**src/rtl/mpf_pkg.sv**
```systemverilog
package mpf_pkg;
  localparam int unsigned MPF_MODE_W = 2;

  typedef enum logic [MPF_MODE_W-1:0] {
    MPF_TRANSPARENT   = 2'b00,
    MPF_TRANSPARENT_B = 2'b01,
    MPF_TRANSPARENT_C = 2'b10,
    MPF_HW_MATCH      = 2'b11
  } mpf_mode_e;

  function automatic logic mpf_filtering(input logic [MPF_MODE_W-1:0] m);
    return mpf_mode_e'(m) == MPF_HW_MATCH;
  endfunction
endpackage

```
**src/rtl/mpf_classify.sv**
```systemverilog
module mpf_classify
  import mpf_pkg::*;
#(
  parameter int unsigned DATA_W = 8
) (
  input  logic [MPF_MODE_W-1:0] mode,
  input  logic                  addr_flag,
  input  logic [DATA_W-1:0]     data,
  input  logic [DATA_W-1:0]     node_addr,
  output logic                  filt,
  output logic                  addr_ev,
  output logic                  data_ev,
  output logic                  hit
);
  logic [DATA_W-1:0] bit_eq;

  for (genvar i = 0; i < DATA_W; i++) begin : g_cmp
    assign bit_eq[i] = ~(data[i] ^ node_addr[i]);
  end

  always_comb begin
    filt    = mpf_filtering(mode);
    addr_ev = filt && addr_flag;
    data_ev = filt && !addr_flag;
    hit     = &bit_eq;
  end
endmodule

```
**src/rtl/mpf_frame_track.sv**
```systemverilog
module mpf_frame_track (
  input  logic clk,
  input  logic rst_n,
  input  logic take,
  input  logic addr_ev,
  input  logic data_ev,
  input  logic hit,
  output logic pass,
  output logic first_tag
);
  logic matched_q, first_pend_q;

  assign pass      = data_ev && matched_q;
  assign first_tag = first_pend_q;

  always_ff @(posedge clk or negedge rst_n) begin
    if (!rst_n) begin
      matched_q    <= 1'b0;
      first_pend_q <= 1'b0;
    end else if (take && addr_ev) begin
      matched_q    <= hit;
      first_pend_q <= hit;
    end else if (take && pass) begin
      first_pend_q <= 1'b0;
    end
  end

  p_hit_arms_r6: assert property (@(posedge clk) disable iff (!rst_n)
    take && addr_ev && hit |=> matched_q && first_pend_q);
  p_miss_disarms_r8: assert property (@(posedge clk) disable iff (!rst_n)
    take && addr_ev && !hit |=> !matched_q && !first_pend_q);
  p_tag_once_r7: assert property (@(posedge clk) disable iff (!rst_n)
    take && pass |=> !first_pend_q);
  p_state_frozen_r10: assert property (@(posedge clk) disable iff (!rst_n)
    !(take && (addr_ev || data_ev)) |=> $stable(matched_q) && $stable(first_pend_q));
endmodule

```
**src/rtl/mpf_out_stage.sv**
```systemverilog
module mpf_out_stage #(
  parameter int unsigned DATA_W = 8
) (
  input  logic              clk,
  input  logic              rst_n,
  input  logic              load,
  input  logic [DATA_W-1:0] in_data,
  input  logic              in_first,
  output logic              can_take,
  output logic              out_valid,
  input  logic              out_ready,
  output logic [DATA_W-1:0] out_data,
  output logic              out_first,
  output logic              irq
);
  logic              vld_q, first_q, irq_q;
  logic [DATA_W-1:0] data_q;

  assign can_take  = !vld_q || out_ready;
  assign out_valid = vld_q;
  assign out_data  = data_q;
  assign out_first = first_q;
  assign irq       = irq_q;

  always_ff @(posedge clk or negedge rst_n) begin
    if (!rst_n) begin
      vld_q   <= 1'b0;
      first_q <= 1'b0;
      irq_q   <= 1'b0;
      data_q  <= '0;
    end else begin
      irq_q <= load;
      if (load) begin
        vld_q   <= 1'b1;
        data_q  <= in_data;
        first_q <= in_first;
      end else if (out_ready) begin
        vld_q   <= 1'b0;
        first_q <= 1'b0;
      end
    end
  end

  p_hold_r3: assert property (@(posedge clk) disable iff (!rst_n)
    out_valid && !out_ready |=> out_valid && $stable(out_data) && $stable(out_first));
  p_irq_beat_r4: assert property (@(posedge clk) disable iff (!rst_n)
    irq |-> out_valid);
  p_no_overrun_r2: assert property (@(posedge clk) disable iff (!rst_n)
    load |-> can_take);
endmodule

```
**src/rtl/mpf_addr_filter.sv**
```systemverilog
module mpf_addr_filter
  import mpf_pkg::*;
#(
  parameter int unsigned DATA_W = 8
) (
  input  logic                  clk,
  input  logic                  rst_n,
  input  logic [MPF_MODE_W-1:0] mode,
  input  logic [DATA_W-1:0]     node_addr,
  input  logic                  rx_valid,
  output logic                  rx_ready,
  input  logic [DATA_W-1:0]     rx_data,
  input  logic                  rx_addr_flag,
  output logic                  out_valid,
  input  logic                  out_ready,
  output logic [DATA_W-1:0]     out_data,
  output logic                  out_first,
  output logic                  irq
);
  logic filt, addr_ev, data_ev, hit;
  logic take, pass, first_tag, load, can_take;

  mpf_classify #(.DATA_W(DATA_W)) u_classify (
    .mode(mode), .addr_flag(rx_addr_flag), .data(rx_data), .node_addr(node_addr),
    .filt(filt), .addr_ev(addr_ev), .data_ev(data_ev), .hit(hit)
  );

  mpf_frame_track u_track (
    .clk(clk), .rst_n(rst_n), .take(take), .addr_ev(addr_ev), .data_ev(data_ev),
    .hit(hit), .pass(pass), .first_tag(first_tag)
  );

  mpf_out_stage #(.DATA_W(DATA_W)) u_out (
    .clk(clk), .rst_n(rst_n), .load(load), .in_data(rx_data),
    .in_first(filt && first_tag), .can_take(can_take),
    .out_valid(out_valid), .out_ready(out_ready), .out_data(out_data),
    .out_first(out_first), .irq(irq)
  );

  assign rx_ready = can_take;
  assign take     = rx_valid && rx_ready;
  assign load     = take && (!filt || pass);

  p_addr_silent_r5: assert property (@(posedge clk) disable iff (!rst_n)
    take && mode == 2'b11 && rx_addr_flag |=> !irq);
  p_transparent_untagged_r4: assert property (@(posedge clk) disable iff (!rst_n)
    take && mode != 2'b11 |=> out_valid && irq && !out_first);
  p_drop_quiet_r8: assert property (@(posedge clk) disable iff (!rst_n)
    take && !load |=> !irq);
endmodule

```
**config.mk**
```make
export PLATFORM = sky130hd
export DESIGN_NAME = mpf_addr_filter
export DESIGN_NICKNAME = d
export VERILOG_FILES = /design/src/rtl/mpf_pkg.sv /design/src/rtl/mpf_classify.sv /design/src/rtl/mpf_frame_track.sv /design/src/rtl/mpf_out_stage.sv /design/src/rtl/mpf_addr_filter.sv
export SDC_FILE = /design/constraint.sdc
export NUM_CORES = 1
export LEC_CHECK = 0
export BUFFER_PORTS_ARGS = -buffer_cell sky130_fd_sc_hd__buf_2
export CAP_MARGIN = 10
export CORE_AREA = 4 4 47 49
export DETAILED_ROUTE_END_ITERATION = 10
export DIE_AREA = 0 0 51 53
export PLACE_DENSITY = 0.67
export SLEW_MARGIN = 10
export SYNTH_ARGS = -nofsm -noshare
export SYNTH_HDL_FRONTEND = slang
export SYNTH_SLANG_ARGS = --single-unit
```
**constraint.sdc**
```tcl
create_clock -name clk -period 1.4 [get_ports clk]
set_input_delay 0.14 -clock clk [delete_from_list [all_inputs] [get_ports clk]]
set_output_delay 0.14 -clock clk [all_outputs]
set_load 0.1 [all_outputs]
```
* Yosys cells after proc, flatten, opt, wreduce, memory -nomap -nowiden
Index checks and enable logic that the tools add are counted.
Storage, ports and cells: latch bits 0, memory bits (writable) 0, logic and storage cells 44, bits of input ports 23, bits in read-only memories 0, memories 0, register bits after elaboration 13, output and inout bits 12
Operators by class: reduce and logical (&&, ||, !) cells 16, mux-type cells 5, bitwise gates (word level) 16, add/sub/neg operators 0, multipliers 0, equality and inequality tests 1, shift operators 0, divide/modulo/power cells 0, order comparisons 0
Operators by type and width (number):
- $logic_and 1x1->1 | 8
- $not 1->1 | 8
- $reduce_and 8->1 | 1
- $xor 1x1->1 | 8
- $mux 1 | 5
- $reduce_bool 2->1 | 2
- $logic_not 1->1 | 3
- $eq 2x2->1 const B | 1
- $logic_or 1x1->1 | 2

* Depth between registers and ports, before layout
depth in word-level cells 6, depth in mapped cells 5, mapped depth without buffers 4

* By module
From an unflattened synthesis, not the netlist that was laid out.
Unflattened totals: cell total of the unflattened synthesis 51, area, all modules 674.4 µm²
Modules (own cells, without submodules):
- mpf_out_stage | area an instance 427.9 µm², cells each 24, times used 1, seq. area each 275.3 µm²
- mpf_classify | area an instance 105.1 µm², cells each 14, times used 1, seq. area each 0.0 µm²
- mpf_frame_track | area an instance 103.8 µm², cells each 9, times used 1, seq. area each 50.0 µm²
- mpf_addr_filter | area an instance 37.5 µm², cells each 4, times used 1, seq. area each 0.0 µm²

* Least setup slack after synthesis
No wires, ideal clock.
path type flip-flop to flip-flop, from reg u_out.vld_q, in the netlist u_out.out_valid, to reg u_out.data_q[0], in the netlist u_out.out_data[0], setup slack -1.140 ns, stages on the path, launching flop included 6, path buffers 1, period minus slack after synthesis 2.540 ns, library setup time 0.126 ns, required time 1.274 ns, arrival 2.414 ns, path through dfrtp_1 nor2b_4 inv_1 o211ai_1 buf_4 mux2_2
Between the ends: longest elaborated chain between the ends 4
RTL lines:
- start, declared | line mpf_out_stage.sv:16 | logic vld_q, first_q, irq_q;
- start signal, assigned | line mpf_out_stage.sv:27 | vld_q <= 1'b0;
- start signal, assigned | line mpf_out_stage.sv:34 | vld_q <= 1'b1;
- start signal, assigned | line mpf_out_stage.sv:38 | vld_q <= 1'b0;
- $logic_not 1->1 | line mpf_out_stage.sv:19 | assign can_take = !vld_q || out_ready;
- $logic_or 1x1->1 | line mpf_out_stage.sv:19
- via rx_ready | line mpf_addr_filter.sv:11 | output logic rx_ready,
- $logic_and 1x1->1 | line mpf_addr_filter.sv:41 | assign take = rx_valid && rx_ready;
- $logic_and 1x1->1 | line mpf_addr_filter.sv:42 | assign load = take && (!filt || pass);
- end signal, assigned | line mpf_out_stage.sv:35 | data_q <= in_data;
- end, declared | line mpf_out_stage.sv:17 | logic [DATA_W-1:0] data_q;
The timed path passes the listed nets, and every way through them passes these cells. A chain may end at the register's enable or synchronous reset.

* Worst setup path in the final report
from reg u_out.vld_q, in the netlist u_out.out_valid, to reg u_out.data_q[6], in the netlist u_out.out_data[6]
Between the ends: longest elaborated chain between the ends 4
RTL lines (line):
- $logic_not 1->1 | mpf_out_stage.sv:19
- $logic_or 1x1->1 | mpf_out_stage.sv:19
- $logic_and 1x1->1 | mpf_addr_filter.sv:41
- $logic_and 1x1->1 | mpf_addr_filter.sv:42
No other way between the ends.

==> flow_summary_export.csv <==
group,metric,value,unit
layout,multi_input_area,317,um2
clocking,htreeDepth,1,
synth,syn_inst,50,
layout,regArea,329,um2
detailed_routing,wl_per_cell,12.0,um
floorplanning,core,0.00186,mm2
floorplanning,die_w,51,um
timing,fin_crit_sh,1.02,
synth,yosys_warnings,0,
layout,diodes,0,
pwr,power_leakage,0.490,nW
critical_path,crit_type,"flop to flop",
clocking,clk_latency,0.27,ns
synth,syn-num-nets,73,
detailed_routing,met3_length,160,um
synth,ys.flop_type,"dfrtp_1",
flow_run,maxCapViolations,0,
critical_path,startpoint_type,"flop",
timing,final_max_slew_viol_count,0,
detailed_routing,drt_pass1_iterations,3,
synth,async_flop_share,1.00,
critical_path,crit_chain,"nor2b_4, clkinvlp_4, o211ai_1, buf_4, mux2_4",
layout,final_core_util,0.518,
synth,avgSynthCellArea,12.5,um2
critical_path,cp.required,1.57,ns
timing,rsz0062_at_grt,"yes",
pwr,ir_drop,0.936,mV
grt,grt_usage,0.115,
floorplanning,start_util,0.335,
synth,synth-seq-cells,13,
detailed_routing,detail_route.vias_per_cell,4.50,
timing,setup_viol,12,
run_status,status,"finished with violations",
place,gp_congestion,0.754,
synth,synth_edf_count,0,
detailed_routing,via_count,544,
place,hpwlAfterDp,1120,um
clocking,clk_pin_slew,0.08,ns
worst_hold_path,min_to,"u_out.out_data[4]$_DFFE_PN0P_",
layout,fillers,169,
critical_path,end_kind,"flop",
critical_path,worstPathMaxFanout,5,
timing,worst-slew-pin-transition,0.490,ns
worst_hold_path,hold_start,"rx_data[4]",
detailed_routing,drcViolationCount,0,
synth,synth_cell_type_count,17,
synth,synth-seq-area-share,0.521,
critical_path,r2r_slack,-0.03,ns
pwr,cellPowerDensity,1380,mW/mm2
clocking,clockRootBuffer,"clkbuf_4",
critical_path,r2r_start,"u_out.out_valid$_DFFE_PN0P_",
grt,grt_pass1_wl,2300,um
critical_path,cp.arrival,1.60,ns
critical_path,cpMaxStageDelayCell,"dfrtp_4",
floorplanning,dieHeight,53,um
floorplanning,rows,16,
critical_path,ff2ff_path_depth,5,
detailed_routing,wirelength,1450,um
grt,overflow,0,
floorplanning,ios,35,
floorplanning,dieArea,0.00270,mm2
detailed_routing,wl_met1,567,um
timing,clock.fmax,699,MHz
detailed_routing,met2WireLength,696,um
synth,synth_area,624,um2
worst_hold_path,hold_path.class,"input port to flop",
clocking,cts_tree,"done",
critical_path,critPathTopFamily,"flip-flops",
detailed_routing,drt_iter0_markers,9,
pwr,total_power,1.33,mW
timing,setup_ws,-0.0306,ns
timing,finalHoldViolations,0,
worst_hold_path,hold_path_depth,2,
place,dpl_cell_area,881,um2
synth,yosys.area.top_type,"dfrtp_1",
layout,fin_area,965,um2
layout,fin_nets,118,
clocking,ctsLongestPathBuffers,2,
critical_path,critical-path-max-stage-delay,0.41,ns
layout,drive_gt1_frac,0.617,
critical_path,reg2reg_to,"u_out.out_data[6]$_DFFE_PN0P_",
timing,slew_headroom,0.675,
grt,grt_max_degree,14,
synth,yosys-top-cells-area,"dfrtp_1 52%, mux2_2 14%, xnor2_1 11%, o41ai_1 2.8%, o31ai_1 2.4%",
place,port_buffers,34,
timing,fin_skew,0.000624,ns
run_status,violations,"setup timing",
synth,synth_common_cells,"13 x dfrtp_1, 8 x mux2_2, 8 x xnor2_1",
grt,antenna_found_initial,0,
clocking,cts_buffers,3,
layout,area_growth,54.5,%
timing,finalCriticalPeriod,1.43,ns
detailed_routing,final_antenna_net_count,0,
synth,yosysMostFrequentCell,"dfrtp_1",
synth,synth_top_area_frac,0.521,
clocking,numClockSinks,13,
critical_path,cp_num_buf_inv,2,
grt,grt_pass1_vias,566,
detailed_routing,topRoutingLayerUsed,"met4",
## report_power, final
group | leakage (nW) | total, mW | internal, mW | switching, mW
registers | 0.159 | 0.449 | 0.426 | 0.0229
logic | 0.316 | 0.646 | 0.166 | 0.480
clock network | 0.0150 | 0.236 | 0.110 | 0.125
## metrics by stage
stage / setup WS, ns / std cells / setup TNS [ns] / hold slack [ns]
2_1_floorplan: -0.837 / 50 / -8.64 / -0.156
3_3_place_gp: -0.0113 / 115 / -0.0532 / 0.0425
3_5_place_dp: -0.0348 / 115 / -0.190 / 0.0408
4_1_cts: -0.0288 / 121 / -0.237 / 0.110
5_1_grt: -0.0869 / 121 / -0.823 / 0.113
6_report: -0.0306 / 121 / -0.187 / 0.116
## worst max-delay path by stage
stage / from / end / slack (ns) / cells past startpoint
after CTS: u_out.out_valid$_DFFE_PN0P_ / u_out.out_data[3]$_DFFE_PN0P_ / -0.03 / 5
after floorplan: u_out.out_valid$_DFFE_PN0P_ / u_out.out_data[0]$_DFFE_PN0P_ / -0.84 / 5
final: u_out.out_valid$_DFFE_PN0P_ / u_out.out_data[6]$_DFFE_PN0P_ / -0.03 / 5
after detailed placement: u_out.out_valid$_DFFE_PN0P_ / u_out.out_data[3]$_DFFE_PN0P_ / -0.03 / 5
after global placement: u_out.out_valid$_DFFE_PN0P_ / u_track.first_tag$_DFFE_PN0P_ / -0.01 / 3
after global routing: u_out.out_valid$_DFFE_PN0P_ / u_out.out_data[6]$_DFFE_PN0P_ / -0.09 / 5
## final cells by class
type	count	area share
flip-flops and latches	13	0.341
repair buffers	41	0.249
well taps	27	0.0350
clock buffers	4	0.0272
inverters	4	0.0195
multi-input cells	32	0.328
## sequential cells by signal, summed over array words and instances (netlist names)
name and count:
u_out.irq 1, u_out.out_valid 1, u_out.out_data 8, u_out.out_first 1, u_track.matched_q 1, u_track.first_tag 1
## per-layer routing
layer / vias to the layer above / track usage
li1: 265 / -
met2: 27 / 0.193
met1: 249 / 0.129
met3: 3 / 0.0423
met5: - / 0
met4: 0 / 0.0538
## logic make-up after synthesis
logic type             after synthesis  synth area share
AO/OA/AOI/OAI                        6            0.0802
XOR/XNOR                             8             0.112
buffers and inverters                5            0.0361
flip-flops                          13             0.521
multiplexers                         8             0.144
AND/OR/NAND/NOR                     10             0.106
## timing repair
| action | CTS | global route |
|---|---|---|
| pin swaps | 1 | 0 |
| gates cloned | 0 | 0 |
| resized for setup | 7 | 3 |
| hold buffers | 1 | 0 |
| setup endpoints to repair | 11 | 12 |
| buffers inserted | 1 | 0 |
| hold endpoints to repair | 13 | 0 |
## layout by cell type, fill, tap and decap left out, types with 3 or more instances in the layout
cell	synthesis	layout
buf_2	0	33
buf_4	1	6
clkbuf_4	0	3
dfrtp_1	13	12
mux2_4	0	8
xnor2_1	8	8
Power figures use the tool's default switching activity.
